$ cat src/rtl/pg_pkg.sv
package pg_pkg;
  localparam int NUM_UNITS = 4;
  localparam int U_ALU = 0;
  localparam int U_SHF = 1;
  localparam int U_MUL = 2;
  localparam int U_DIV = 3;
  localparam int POL_W = 2 * NUM_UNITS;

  localparam logic [5:0] OP_GATE_HINT = 6'b000000;
  localparam logic [5:0] OP_HOLD_HINT = 6'b100111;

  typedef enum logic [1:0] {
    MODE_HINT  = 2'b00,
    MODE_MISS  = 2'b01,
    MODE_NEVER = 2'b10,
    MODE_RSVD  = 2'b11
  } gate_mode_e;

  typedef struct packed {
    logic [NUM_UNITS-1:0] need;
    logic                 gate_hint;
    logic                 hold_hint;
    logic [5:0]           funct;
  } op_class_t;

  function automatic logic [NUM_UNITS-1:0] unit_of(input logic [5:0] op, input logic [5:0] fn);
    logic [NUM_UNITS-1:0] m;
    m = '0;
    if (op != OP_GATE_HINT && op != OP_HOLD_HINT) begin
      m[U_ALU] = 1'b1;
    end else if (fn[5:3] == 3'b000) begin
      m[U_SHF] = 1'b1;
    end else if (fn[5:2] == 4'b0110) begin
      if (fn[1]) m[U_DIV] = 1'b1;
      else       m[U_MUL] = 1'b1;
    end else if (fn[5:4] == 2'b10) begin
      m[U_ALU] = 1'b1;
    end
    return m;
  endfunction

  function automatic logic mode_allows_gating(input gate_mode_e md);
    return (md == MODE_HINT) || (md == MODE_MISS);
  endfunction
endpackage

$ cat src/rtl/pg_decode.sv
module pg_decode
  import pg_pkg::*;
(
  input  logic        valid,
  input  logic [31:0] instr,
  output op_class_t   cls
);
  logic [5:0] op;
  logic [5:0] fn;
  logic       unused_mid;

  assign op         = instr[31:26];
  assign fn         = instr[5:0];
  assign unused_mid = ^instr[25:6];

  always_comb begin
    cls.need      = valid ? unit_of(op, fn) : '0;
    cls.gate_hint = valid && (op == OP_GATE_HINT) && (|unit_of(op, fn));
    cls.hold_hint = valid && (op == OP_HOLD_HINT) && (|unit_of(op, fn));
    cls.funct     = fn;
  end
endmodule

$ cat src/rtl/pg_mode_reg.sv
module pg_mode_reg
  import pg_pkg::*;
(
  input  logic             clk,
  input  logic             rst_n,
  input  logic             we,
  input  logic [POL_W-1:0] wdata,
  output logic [POL_W-1:0] mode_q
);
  always_ff @(posedge clk or negedge rst_n) begin
    if (!rst_n)  mode_q <= {NUM_UNITS{MODE_NEVER}};
    else if (we) mode_q <= wdata;
  end

  AST_MODE_LOAD: assert property (@(posedge clk) disable iff (!rst_n)
    we |=> (mode_q == $past(wdata)));
endmodule

$ cat src/rtl/pg_unit_ctl.sv
module pg_unit_ctl
  import pg_pkg::*;
#(
  parameter int CNT_W      = 8,
  parameter bit AUTO_SLEEP = 1'b1
) (
  input  logic             clk,
  input  logic             rst_n,
  input  logic [1:0]       mode,
  input  logic             wake,
  input  logic             done_hit,
  input  logic             done_gate_hint,
  input  logic             done_hold_hint,
  input  logic [5:0]       done_funct,
  input  logic             stall,
  input  logic             miss,
  output logic             sleep,
  output logic [CNT_W-1:0] sleep_cnt
);
  localparam logic [CNT_W-1:0] CNT_MAX = {CNT_W{1'b1}};

  function automatic logic [CNT_W-1:0] sat_inc(input logic [CNT_W-1:0] v);
    return (v == CNT_MAX) ? v : v + CNT_W'(1);
  endfunction

  gate_mode_e       md;
  logic             hold_q;
  logic [5:0]       hold_fn_q;
  logic             sleep_q;
  logic [CNT_W-1:0] cnt_q;

  // named internal events
  logic hold_match;
  logic gate_hint_ev;
  logic after_use_req;
  logic sleep_req;
  logic gate_off;
  logic sleep_d;

  assign md            = gate_mode_e'(mode);
  assign hold_match    = hold_q && (hold_fn_q == done_funct);
  assign gate_hint_ev  = done_hit && done_gate_hint && (!hold_q || hold_match);
  assign after_use_req = AUTO_SLEEP && gate_hint_ev;
  assign gate_off      = !mode_allows_gating(md);

  always_comb begin
    unique case (md)
      MODE_HINT: sleep_req = after_use_req || stall || miss;
      MODE_MISS: sleep_req = miss;
      default:   sleep_req = 1'b0;
    endcase
  end

  always_comb begin
    if (gate_off)       sleep_d = 1'b0;
    else if (wake)      sleep_d = 1'b0;
    else if (sleep_req) sleep_d = 1'b1;
    else                sleep_d = sleep_q;
  end

  always_ff @(posedge clk or negedge rst_n) begin
    if (!rst_n) begin
      sleep_q   <= 1'b0;
      hold_q    <= 1'b0;
      hold_fn_q <= '0;
      cnt_q     <= '0;
    end else begin
      sleep_q <= sleep_d;
      if (sleep_q) cnt_q <= sat_inc(cnt_q);
      if (done_hit && done_hold_hint) begin
        hold_q    <= 1'b1;
        hold_fn_q <= done_funct;
      end else if (done_hit && done_gate_hint && hold_match) begin
        hold_q <= 1'b0;
      end
    end
  end

  assign sleep     = sleep_q;
  assign sleep_cnt = cnt_q;

  AST_WAKE_WINS: assert property (@(posedge clk) disable iff (!rst_n)
    wake |=> !sleep_q);
  AST_NEVER_GATED: assert property (@(posedge clk) disable iff (!rst_n)
    mode[1] |=> !sleep_q);
  AST_MISS_ONLY: assert property (@(posedge clk) disable iff (!rst_n)
    (mode == 2'b01 && !miss && !sleep_q) |=> !sleep_q);
  AST_ALU_NO_AUTO: assert property (@(posedge clk) disable iff (!rst_n)
    (!AUTO_SLEEP && !stall && !miss && !sleep_q) |=> !sleep_q);
  AST_STAYS_GATED: assert property (@(posedge clk) disable iff (!rst_n)
    (sleep_q && !wake && !mode[1]) |=> sleep_q);
  AST_CNT_SAT: assert property (@(posedge clk) disable iff (!rst_n)
    (cnt_q == CNT_MAX) |=> (cnt_q == CNT_MAX));
  AST_CNT_HOLD: assert property (@(posedge clk) disable iff (!rst_n)
    !sleep_q |=> $stable(cnt_q));
endmodule

$ cat src/rtl/pg_sleep_ctrl.sv
module pg_sleep_ctrl
  import pg_pkg::*;
#(
  parameter int CNT_W = 8
) (
  input  logic                       clk,
  input  logic                       rst_n,
  input  logic                       fetch_valid,
  input  logic [31:0]                fetch_instr,
  input  logic                       exdone_valid,
  input  logic [31:0]                exdone_instr,
  input  logic                       pipe_stall,
  input  logic                       cache_miss,
  input  logic                       pol_we,
  input  logic [POL_W-1:0]           pol_wdata,
  output logic [POL_W-1:0]           pol_rdata,
  output logic [NUM_UNITS-1:0]       unit_sleep,
  output logic [NUM_UNITS*CNT_W-1:0] sleep_cycles
);
  op_class_t        fetch_cls;
  op_class_t        done_cls;
  logic [POL_W-1:0] mode_q;
  logic             unused_fetch_hints;

  pg_decode u_fetch_dec (.valid(fetch_valid),  .instr(fetch_instr),  .cls(fetch_cls));
  pg_decode u_done_dec  (.valid(exdone_valid), .instr(exdone_instr), .cls(done_cls));

  assign unused_fetch_hints = fetch_cls.gate_hint ^ fetch_cls.hold_hint ^ (^fetch_cls.funct);

  pg_mode_reg u_mode (
    .clk(clk), .rst_n(rst_n), .we(pol_we), .wdata(pol_wdata), .mode_q(mode_q)
  );
  assign pol_rdata = mode_q;

  for (genvar u = 0; u < NUM_UNITS; u++) begin : g_unit
    pg_unit_ctl #(
      .CNT_W     (CNT_W),
      .AUTO_SLEEP((u == U_ALU) ? 1'b0 : 1'b1)
    ) u_ctl (
      .clk           (clk),
      .rst_n         (rst_n),
      .mode          (mode_q[2*u +: 2]),
      .wake          (fetch_cls.need[u]),
      .done_hit      (done_cls.need[u]),
      .done_gate_hint(done_cls.gate_hint),
      .done_hold_hint(done_cls.hold_hint),
      .done_funct    (done_cls.funct),
      .stall         (pipe_stall),
      .miss          (cache_miss),
      .sleep         (unit_sleep[u]),
      .sleep_cnt     (sleep_cycles[u*CNT_W +: CNT_W])
    );
  end
endmodule

$ cat config.mk
export PLATFORM = sky130hd
export DESIGN_NAME = pg_sleep_ctrl
export DESIGN_NICKNAME = d
export VERILOG_FILES = /design/src/rtl/pg_pkg.sv /design/src/rtl/pg_decode.sv /design/src/rtl/pg_mode_reg.sv /design/src/rtl/pg_unit_ctl.sv /design/src/rtl/pg_sleep_ctrl.sv
export SDC_FILE = /design/constraint.sdc
export NUM_CORES = 1
export LEC_CHECK = 0
export ABC_AREA = 0
export BUFFER_PORTS_ARGS = -buffer_cell sky130_fd_sc_hd__buf_2
export CORE_MARGIN = 2
export CORE_UTILIZATION = 35
export CTS_BUF_LIST = sky130_fd_sc_hd__clkbuf_8
export DETAILED_ROUTE_END_ITERATION = 6
export PLACE_DENSITY_LB_ADDON = 0.15
export SETUP_SLACK_MARGIN = 0.2
export SLEW_MARGIN = 25
export SYNTH_ARGS = -nofsm -noshare
export SYNTH_HDL_FRONTEND = slang
export SYNTH_SLANG_ARGS = --single-unit
export TNS_END_PERCENT = 10
$ cat constraint.sdc
create_clock -name clk -period 2.25 [get_ports clk]
set_clock_uncertainty 0.2 [all_clocks]
set_input_delay 0.1125 -clock clk [delete_from_list [all_inputs] [get_ports clk]]
set_output_delay 0.1125 -clock clk [all_outputs]
set_load 0.02 [all_outputs]
; ---- Yosys cells after proc, flatten, opt, wreduce, memory -nomap -nowiden
; Cells that the tools add are included.
[word_totals]
register_bits = 65
latch_bits = 0
ramBits = 0
mem_bits_ro = 0
in_bits = 79
output_inout_bits = 44
word_cells = 144
mem_count = 0
[op_classes]
addsub = 4
mul = 0
n_div = 0
n_lt_le_gt_ge = 0
eq_ne = 22
n_shift = 0
n_mux = 44
bitwise = 4
n_reduce_logical = 55
[op_table]
columns = op, n
row1 = "adder 8 x 1 -> 8 bit, second input constant", 4
row2 = "== test 8 bit, second input constant", 4
row3 = two-way mux 1 bit, 32
row4 = logical AND 1 bit, 21
row5 = == test 6 bit, 3
row6 = logical OR 1 bit, 14
row7 = "!= test 3 x 2 -> 1 bit, second input constant", 4
row8 = "!= test 6 bit, second input constant", 2
row9 = nonzero test 6 bit, 2
row10 = "== test 2 x 1 -> 1 bit, second input constant", 4
row11 = "== test 4 x 3 -> 1 bit, second input constant", 2
row12 = zero test 2 bit, 4
row13 = two-way mux 2 bit, 4
row14 = two-way mux 4 bit, 2
row15 = one-hot mux 1 bit (2 select lines), 4
row16 = AND reduction 2 bit, 4
row17 = "== test 6 bit, second input constant", 1
row18 = zero test 3 bit, 2
row19 = zero test 6 bit, 1
row20 = two-way mux 3 bit, 2
row21 = nonzero test 2 bit, 3
row22 = "== test 2 bit, second input constant", 2
row23 = NOT 1 bit, 4
row24 = OR reduction 4 bit, 1
row25 = zero test 1 bit, 3

; ---- Depth between registers and ports, before layout
; Gate-level depths: netlist (run 1).
[depth]
depth_word = 15
depth_mapped = 5
depth_no_buf = 5

; ---- Modules after synthesis
; Synthesis (run 1) repeated with hierarchy kept, for this count alone.
[unflattened]
hier_cells = 315
area_unflattened_um2 = 3572.2
[by_module_without_submodules]
columns = mod, n_inst, cells_each, area_each_um2, seq_area_each_um2
row1 = pg_unit_ctl at g_unit[1].u_ctl ..., 2, 71, 804.5, 400.4
row2 = pg_unit_ctl at g_unit[3].u_ctl, 1, 70, 827.0, 400.4
row3 = pg_unit_ctl at g_unit[0].u_ctl, 1, 40, 451.7, 225.2
row4 = pg_decode, 2, 23, 173.9, 0.0
row5 = pg_mode_reg, 1, 17, 336.6, 205.2

; ---- Worst setup path before layout (run 1)
; No wires, ideal clock.
[synth_path]
path_type = flip-flop to flip-flop
start = reg g_unit[3].u_ctl.cnt_q[0]
end = reg g_unit[3].u_ctl.cnt_q[1]
setup_ns = 0.125
arrival_time_ns = 1.562
required_ns = 1.925
path_slack_ns = 0.363
stages_incl_launch_ff = 6
n_path_buf = 0
period_less_slack_ns = 1.887
path_cell_list = dfrtp_1 > ha_1 > inv_1 > nor3_1 > nand2b_1 > mux2_2
[synth_via]
elab_chain_len = 3
word_cells_on_any_way = 4
cone_classes = add/sub: 1 / eq/ne: 1 / bitwise: 1 / reduce/logical: 1
[synth_rtl]
columns = element, line_no
row1 = start: declaration, pg_unit_ctl.sv:30  ; logic [CNT_W-1:0] cnt_q;
row2 = start signal: assignment, pg_unit_ctl.sv:69  ; if (sleep_q) cnt_q <= sat_inc(cnt_q);
row3 = branches (longest 3 deep; another with adder 8 x 1 -> 8 bit), -
; Several ways; the timed one is not identified.
; A chain may end at the register's enable or synchronous reset.

==> results.ini, run 1 <==
[logic_synthesis]
synth-edff-count=0
synth_area_sq_mm=0.00316
ys.flop_type=dfrtp_1
synth_mux_area_share_pct=4.39
yosysWarnings=0
synth_adder_area_share_pct=1.58
synth.area.top_cells=dfrtp_1, xor2_1, xnor2_1
synth_top_family_by_area=simple AND/OR/NAND/NOR gates
yosysSeqAreaShare_pct=51.6
synth_nets=364
syn_area_per_cell_sq_um=11.3
syn_inst=281
synth_top_area_share_pct=48.3
synth-compound-area-share_pct=7.71
synth-simple-area-share_pct=18.4
synth_seq_cells=65
async_flop_share_pct=100
synth_top_area_cell=dfrtp_1
yosysUniqueCellTypes=50
synth_xor_area_share_pct=12.2

[finish]
diodes=0
layout.nets=476
fillCellCount=855
syn_to_final_growth_pct=31.6
multi_input_area_sq_mm=0.00140
drive_above_1_share_pct=32.4
final-seq-area_sq_mm=0.00163
final_cells=506

[floorplan]
die_w_microns=99.1
dieArea_sq_mm=0.00981
rows=34
io_pins=123
die_h_microns=99.1
start_util_pct=36.1
design.core.area_sq_mm=0.00876

[clock_tree]
cts_num_sinks=65
clk_latency_ns=0.35
ctsRootBufferMaster=clkbuf_8
numCtsBuffers=9
clock_path_buffers=2
htree_levels=3
cts_resized=0
cts_tree=done
clkTransAtPathRegs_ns=0.07
cts_setup_buffers=0

[timing]
maxSlewHeadroom_pct=59.6
max_freq_ghz=0.511
finalHoldViolCount=0
period_share_pct=86.9
setup_viol=0
period_needed_ns=1.96
slew_viol_final=0
holdWs_ns=0.00730
rsz0062_at_grt=false
fin_tns_setup_ns=0
max_slew.worst_pin.slew_ns=0.606

[place]
dpl.hpwl_microns=5320
place_congestion=0.770
port_buffers=81
place_inst=462

[power_and_ir_drop]
comb_power_share_pct=28.9
powerDensity_mw_per_mm2=966
p_clk_share_pct=27.7
p_leak_nw=2.02
switching_share_pct=36.3
ir_worst_vdd_v=0.000361
p_switching_mw=1.46
p_int_mw=2.56
seq_power_share_pct=43.4

[job]
maxCapViolations=0

[worst_setup_path]
start_kind=primary input
cp_data_arrival_time_ns=2.02
slowest_delay_ns=0.56
crit_chain=dlygate4sd3_1 -> buf_2 -> nand2_1 -> dlygate4sd3_1 -> o21ai_0 -> dlygate4sd3_1
crit_slowest_cell=dlygate4sd3_1
endpoint_kind=register
crit_type=in -> reg
crit_family=buffers and inverters
crit_fanout=1
required_ns=2.31
path_common_cell=dlygate4sd3_1
critical_path_buf_inv_count=4

[route]
drc=0
wirelength_microns=7320
drt_iter0_markers=70
ant_nets=0
wl_per_cell_microns=14.5
viasPerCell=4.91
dr.pass1.iters=4
vias=2484

[global_route]
grt_usage_pct=15.5
grt_max_degree=42
grt_pass1_vias=2491
grt_pass1_wl_microns=12000
grt-ovfl-total=0
grt_antenna_before_repair=0

[min_path]
hp-class=in -> reg

[outcome]
status=finished clean

==> cell families after synthesis <==
kind of cell               after synthesis
buffers and inverters                   26
AOI/OAI and AO/OA                       33
adders and majority gates                4
and+or+nand+nor                         97
muxes                                   12
xor gates and xnor gates                44
DFF                                     65
==> repair_timing <==
item	in CTS	in global routing
hold endpoints to repair	43	0
endpoints found under the setup margin	0	0
hold buffers	28	0
==> cell usage in the layout (no fill, tap or decap), types with 3 or more instances in the layout <==
master / Yosys / final
dfrtp_1: 61 / 61
ha_1: 4 / 4
nor4_1: 3 / 3
nand2_1: 15 / 15
o2111ai_1: 4 / 4
xnor2_1: 18 / 18
dlygate4sd3_1: 0 / 28
buf_2: 0 / 81
nor2b_1: 8 / 8
nand2b_1: 4 / 4
inv_1: 15 / 16
or2_2: 3 / 3
xor2_1: 26 / 26
nor2_1: 13 / 13
a21oi_1: 3 / 3
nand3_1: 9 / 9
nor3_1: 10 / 10
nand4_1: 12 / 12
clkbuf_8: 0 / 10
o21ai_0: 6 / 6
mux2_2: 11 / 11
dfstp_2: 4 / 4
==> worst min-delay path, cell delays in order <==
cell,delay (ns)
buf_2,0.11
nor4_4,0.05
nand4_1,0.11
a211o_1,0.13
==> power by group through the flow <==
stage	Clock, mW	Combinational [mW]	Sequential, mW
2_1_floorplan	0	0.455	2.00
3_3_place_gp	0	1.12	1.76
3_5_place_dp	0	1.14	1.77
4_1_cts	1.14	1.18	1.75
5_1_grt	1.19	1.27	1.80
6_report	1.11	1.16	1.75
==> sequential cells by signal, indices dropped and copies added (netlist names) <==
name / count
g_unit.u_ctl.sleep_cnt: 32
g_unit.u_ctl.hold_q: 3
u_mode.mode_q: 8
g_unit.u_ctl.sleep: 4
g_unit.u_ctl.hold_fn_q: 18
==> through the flow <==
stage | util [%] | power [mW] | setup WS, ns | area, sq um
after CTS | 47.5 | 4.07 | 0.321 | 4160
after detailed placement | 41.8 | 2.91 | 0.474 | 3660
after global placement | 41.8 | 2.88 | 0.458 | 3660
after global routing | 47.5 | 4.26 | 0.226 | 4160
final | 47.5 | 4.02 | 0.294 | 4160
after floorplan | - | 2.46 | 0.363 | 3160
==> cell type report <==
cell class	instances	share of cell area, %
clock buffer	10	3.31
clock inverter	6	1.98
inverter	15	1.35
multi-input combinational	190	33.6
sequential	65	39.2
tap	108	3.25
timing repair buffer	112	17.3
==> worst paths after layout <==
check,slack [ns],cells after the start,end,start
worst max-delay path,0.29,6,u_mode.mode_q[7],pol_wdata[7]
worst min-delay path,0.007,4,g_unit[1].u_ctl.hold_q,exdone_instr[31]
worst max register to register,0.46,3,g_unit[0].u_ctl.sleep_cnt[1],g_unit[0].u_ctl.sleep_cnt[2]
worst min register to register,0.29,1,g_unit[3].u_ctl.hold_fn_q[4],g_unit[3].u_ctl.hold_fn_q[4]
max in group asynchronous,1.04,3,u_mode.mode_q[3],rst_n
min in group asynchronous,0.10,2,g_unit[3].u_ctl.sleep_cnt[4],rst_n
==> cells in the mapped netlist, types with 2 or more instances <==
library cell and count:
o311ai_0 2, nand2_1 15, and2_1 2, o221ai_1 2, nor3_1 10, o21ai_1 2
o21ai_0 6, a211oi_1 2, nor2b_1 8, nand3_1 9, nor4_1 3, a21oi_1 3
dfstp_2 4, mux2_2 11, o2111ai_1 4, o31a_1 2, and3_1 2, ha_1 4
xnor2_1 18, dfrtp_1 61, xor2_1 26, inv_1 15, a31oi_1 2, nand4_1 12
nor2_1 13, or4b_1 2, clkbuf_1 3, and2b_2 2, or2_2 3, o211ai_1 2
a211o_2 2, nand2b_1 4, and4_1 2, buf_4 7
==> metal layers <==
metal,up-vias,wire length [microns],GRT usage [%]
met5,-,0,0
met4,0,161,7.38
met3,14,333,3.12
met2,60,3480,24.5
met1,1200,3340,20.3
li1,1210,-,-
Power figures use the tool's default switching activity.
==> run 2, diff against run 1 <==
Clock period 2.25 ns to 2 ns, I/O delays scaled along.
==> run 2 against run 1 <==
  * Sequential power increased by 12%
  * Power increased by 8.9%
  * Sequential share of layout area grew 0.29 points
==> results.ini, run 2 (synthesis results as in run 1) <==
[timing]
setup_viol=0  ; unchanged
max_slew.worst_pin.slew_ns=0.428  ; was 0.606 ns
holdWs_ns=0.0245  ; was 0.00730 ns
finalHoldViolCount=0  ; unchanged
max_freq_ghz=0.571
fin_tns_setup_ns=0  ; unchanged
slew_viol_final=0  ; unchanged
period_share_pct=87.5
period_needed_ns=1.75
rsz0062_at_grt=true  ; was false
maxSlewHeadroom_pct=71.2  ; was 59.6%

[min_path]
hp-class=in -> reg  ; unchanged
hp-start=exdone_instr[28]  ; was exdone_instr[31]

[route]
ant_nets=0  ; unchanged
viasPerCell=4.81  ; was 4.91
wl_per_cell_microns=14.2  ; was 14.5 microns
drc=0  ; unchanged
vias=2429  ; was 2,484
dr.pass1.iters=4  ; unchanged
drt_iter0_markers=67  ; was 70
wirelength_microns=7170  ; was 7320 microns

[global_route]
grt_pass1_vias=2392  ; was 2,491
grt_pass1_wl_microns=12000  ; about the same
grt_antenna_before_repair=0  ; unchanged
grt-ovfl-total=0  ; unchanged
grt_usage_pct=15.5  ; about the same
grt_max_degree=66  ; was 42

[floorplan]
die_h_microns=99.1  ; unchanged
rows=34  ; unchanged
design.core.area_sq_mm=0.00876  ; unchanged
io_pins=123  ; unchanged
die_w_microns=99.1  ; unchanged
start_util_pct=36.1  ; unchanged
dieArea_sq_mm=0.00981  ; unchanged

[power_and_ir_drop]
ir_worst_vdd_v=0.000319  ; was 0.000361 V
powerDensity_mw_per_mm2=1060  ; was 966 mW/mm^2
p_leak_nw=1.99  ; was 2.02 nW

[clock_tree]
htree_levels=3  ; unchanged
cts_num_sinks=65  ; unchanged
numCtsBuffers=9  ; unchanged
ctsRootBufferMaster=clkbuf_8  ; unchanged
cts_tree=done  ; unchanged
clock_path_buffers=2  ; unchanged
clk_latency_ns=0.34  ; was 0.35 ns
clkTransAtPathRegs_ns=0.07  ; about the same

[place]
dpl.hpwl_microns=5010  ; was 5320 microns
port_buffers=81  ; unchanged
place_congestion=0.760  ; was 0.770

[finish]
finish.utilization_pct=47.2  ; was 47.5%
layout_common_cells=buf_2, dfrtp_1, xor2_1  ; was buf_2, dfrtp_1, dlygate4sd3_1
final_common_cell=buf_2  ; unchanged
diodes=0  ; unchanged
layout.nets=475  ; was 476
drive_above_1_share_pct=34.3  ; was 32.4%
syn_to_final_growth_pct=30.9  ; was 31.6%
largest_register_ffs=32  ; unchanged

[job]
maxCapViolations=0  ; unchanged

[worst_setup_path]
crit_type=in -> reg  ; unchanged
startpoint=exdone_instr[30]  ; was pol_wdata[7]
start_kind=primary input  ; unchanged
crit_fanout=7  ; was 1
required_ns=2.02  ; was 2.31 ns
cp_data_arrival_time_ns=1.77  ; was 2.02 ns
endpoint_kind=register  ; unchanged
rr_startpoint=g_unit[1].u_ctl.sleep_cnt[4]  ; was g_unit[0].u_ctl.sleep_cnt[2]

[outcome]
status=finished clean  ; unchanged

run 2: cell count changes in the layout (fill, tap and decap cells not counted), moves of 2 or more:
| cell | change |
|---|---|
| dlygate4sd3_1 | -3 |
| dfrtp_1 | -2 |
| dfrtp_2 | +2 |
| clkinvlp_4 | +3 |
| buf_4 | +3 |
run 2: metal layers:
layer  vias up  share of wire [%]  GRT usage [%]
li1       1213                  -              -
met1      1143                 49           22.1
met2        62                 45           23.1
met3        11                4.9           2.91
met4         0                1.5           6.74
met5         -                  0              0
run 2: through the flow:
stage,cell area (sq um),power (mW),setup WS (ns),std cells
floorplan,3170,2.77,0.199,281
global placement,3680,3.25,0.308,463
detailed placement,3680,3.28,0.291,463
CTS,4120,4.43,0.214,504
global route,4140,4.67,0.147,505
finish,4140,4.38,0.250,505
run 2: area by class of cell:
| cell class | count | area [sq um] |
|---|---|---|
| Fill cell | 834 | 4620 |
| Sequential cell | 65 | 1630 |
| Multi-Input combinational cell | 190 | 1410 |
| Timing Repair Buffer | 111 | 708 |
| Tap cell | 108 | 135 |
| Clock buffer | 9 | 124 |
| Clock inverter | 7 | 71.3 |
| Inverter | 15 | 56.3 |
run 2: worst paths after layout:
check / cells past startpoint / slack, ns / to
worst max-delay path: 6 / 0.25 / g_unit[2].u_ctl.hold_fn_q[0]
max in group asynchronous: 3 / 1.17 / u_mode.mode_q[3]
worst min-delay path: 4 / 0.02 / g_unit[1].u_ctl.hold_q
worst max register to register: 3 / 0.31 / g_unit[1].u_ctl.sleep_cnt[1]
min in group asynchronous: 3 / 0.09 / g_unit[3].u_ctl.sleep_cnt[4]
worst min register to register: 1 / 0.29 / g_unit[3].u_ctl.hold_fn_q[4]
run 2: what timing repair did:
action                                  in CTS  in global routing
hold endpoints to repair                    85                  0
buffers inserted                             0                  1
hold buffers                                25                  0
resized for setup                            0                  3
endpoints found under the setup margin       0                 12
run 2: worst max-delay path, cell delays in order:
cell,delay (ns)
dlygate4sd3_1,0.53
buf_2,0.13
nor2_1,0.19
and4bb_2,0.30
and2b_4,0.21
mux2_4,0.30
run 2: power breakdown:
part	leakage (nW)	internal [mW]	switching, mW
Sequential	0.816	1.61	0.355
Combinational	1.08	0.547	0.760
Clock	0.0912	0.573	0.539
Total	1.99	2.73	1.65
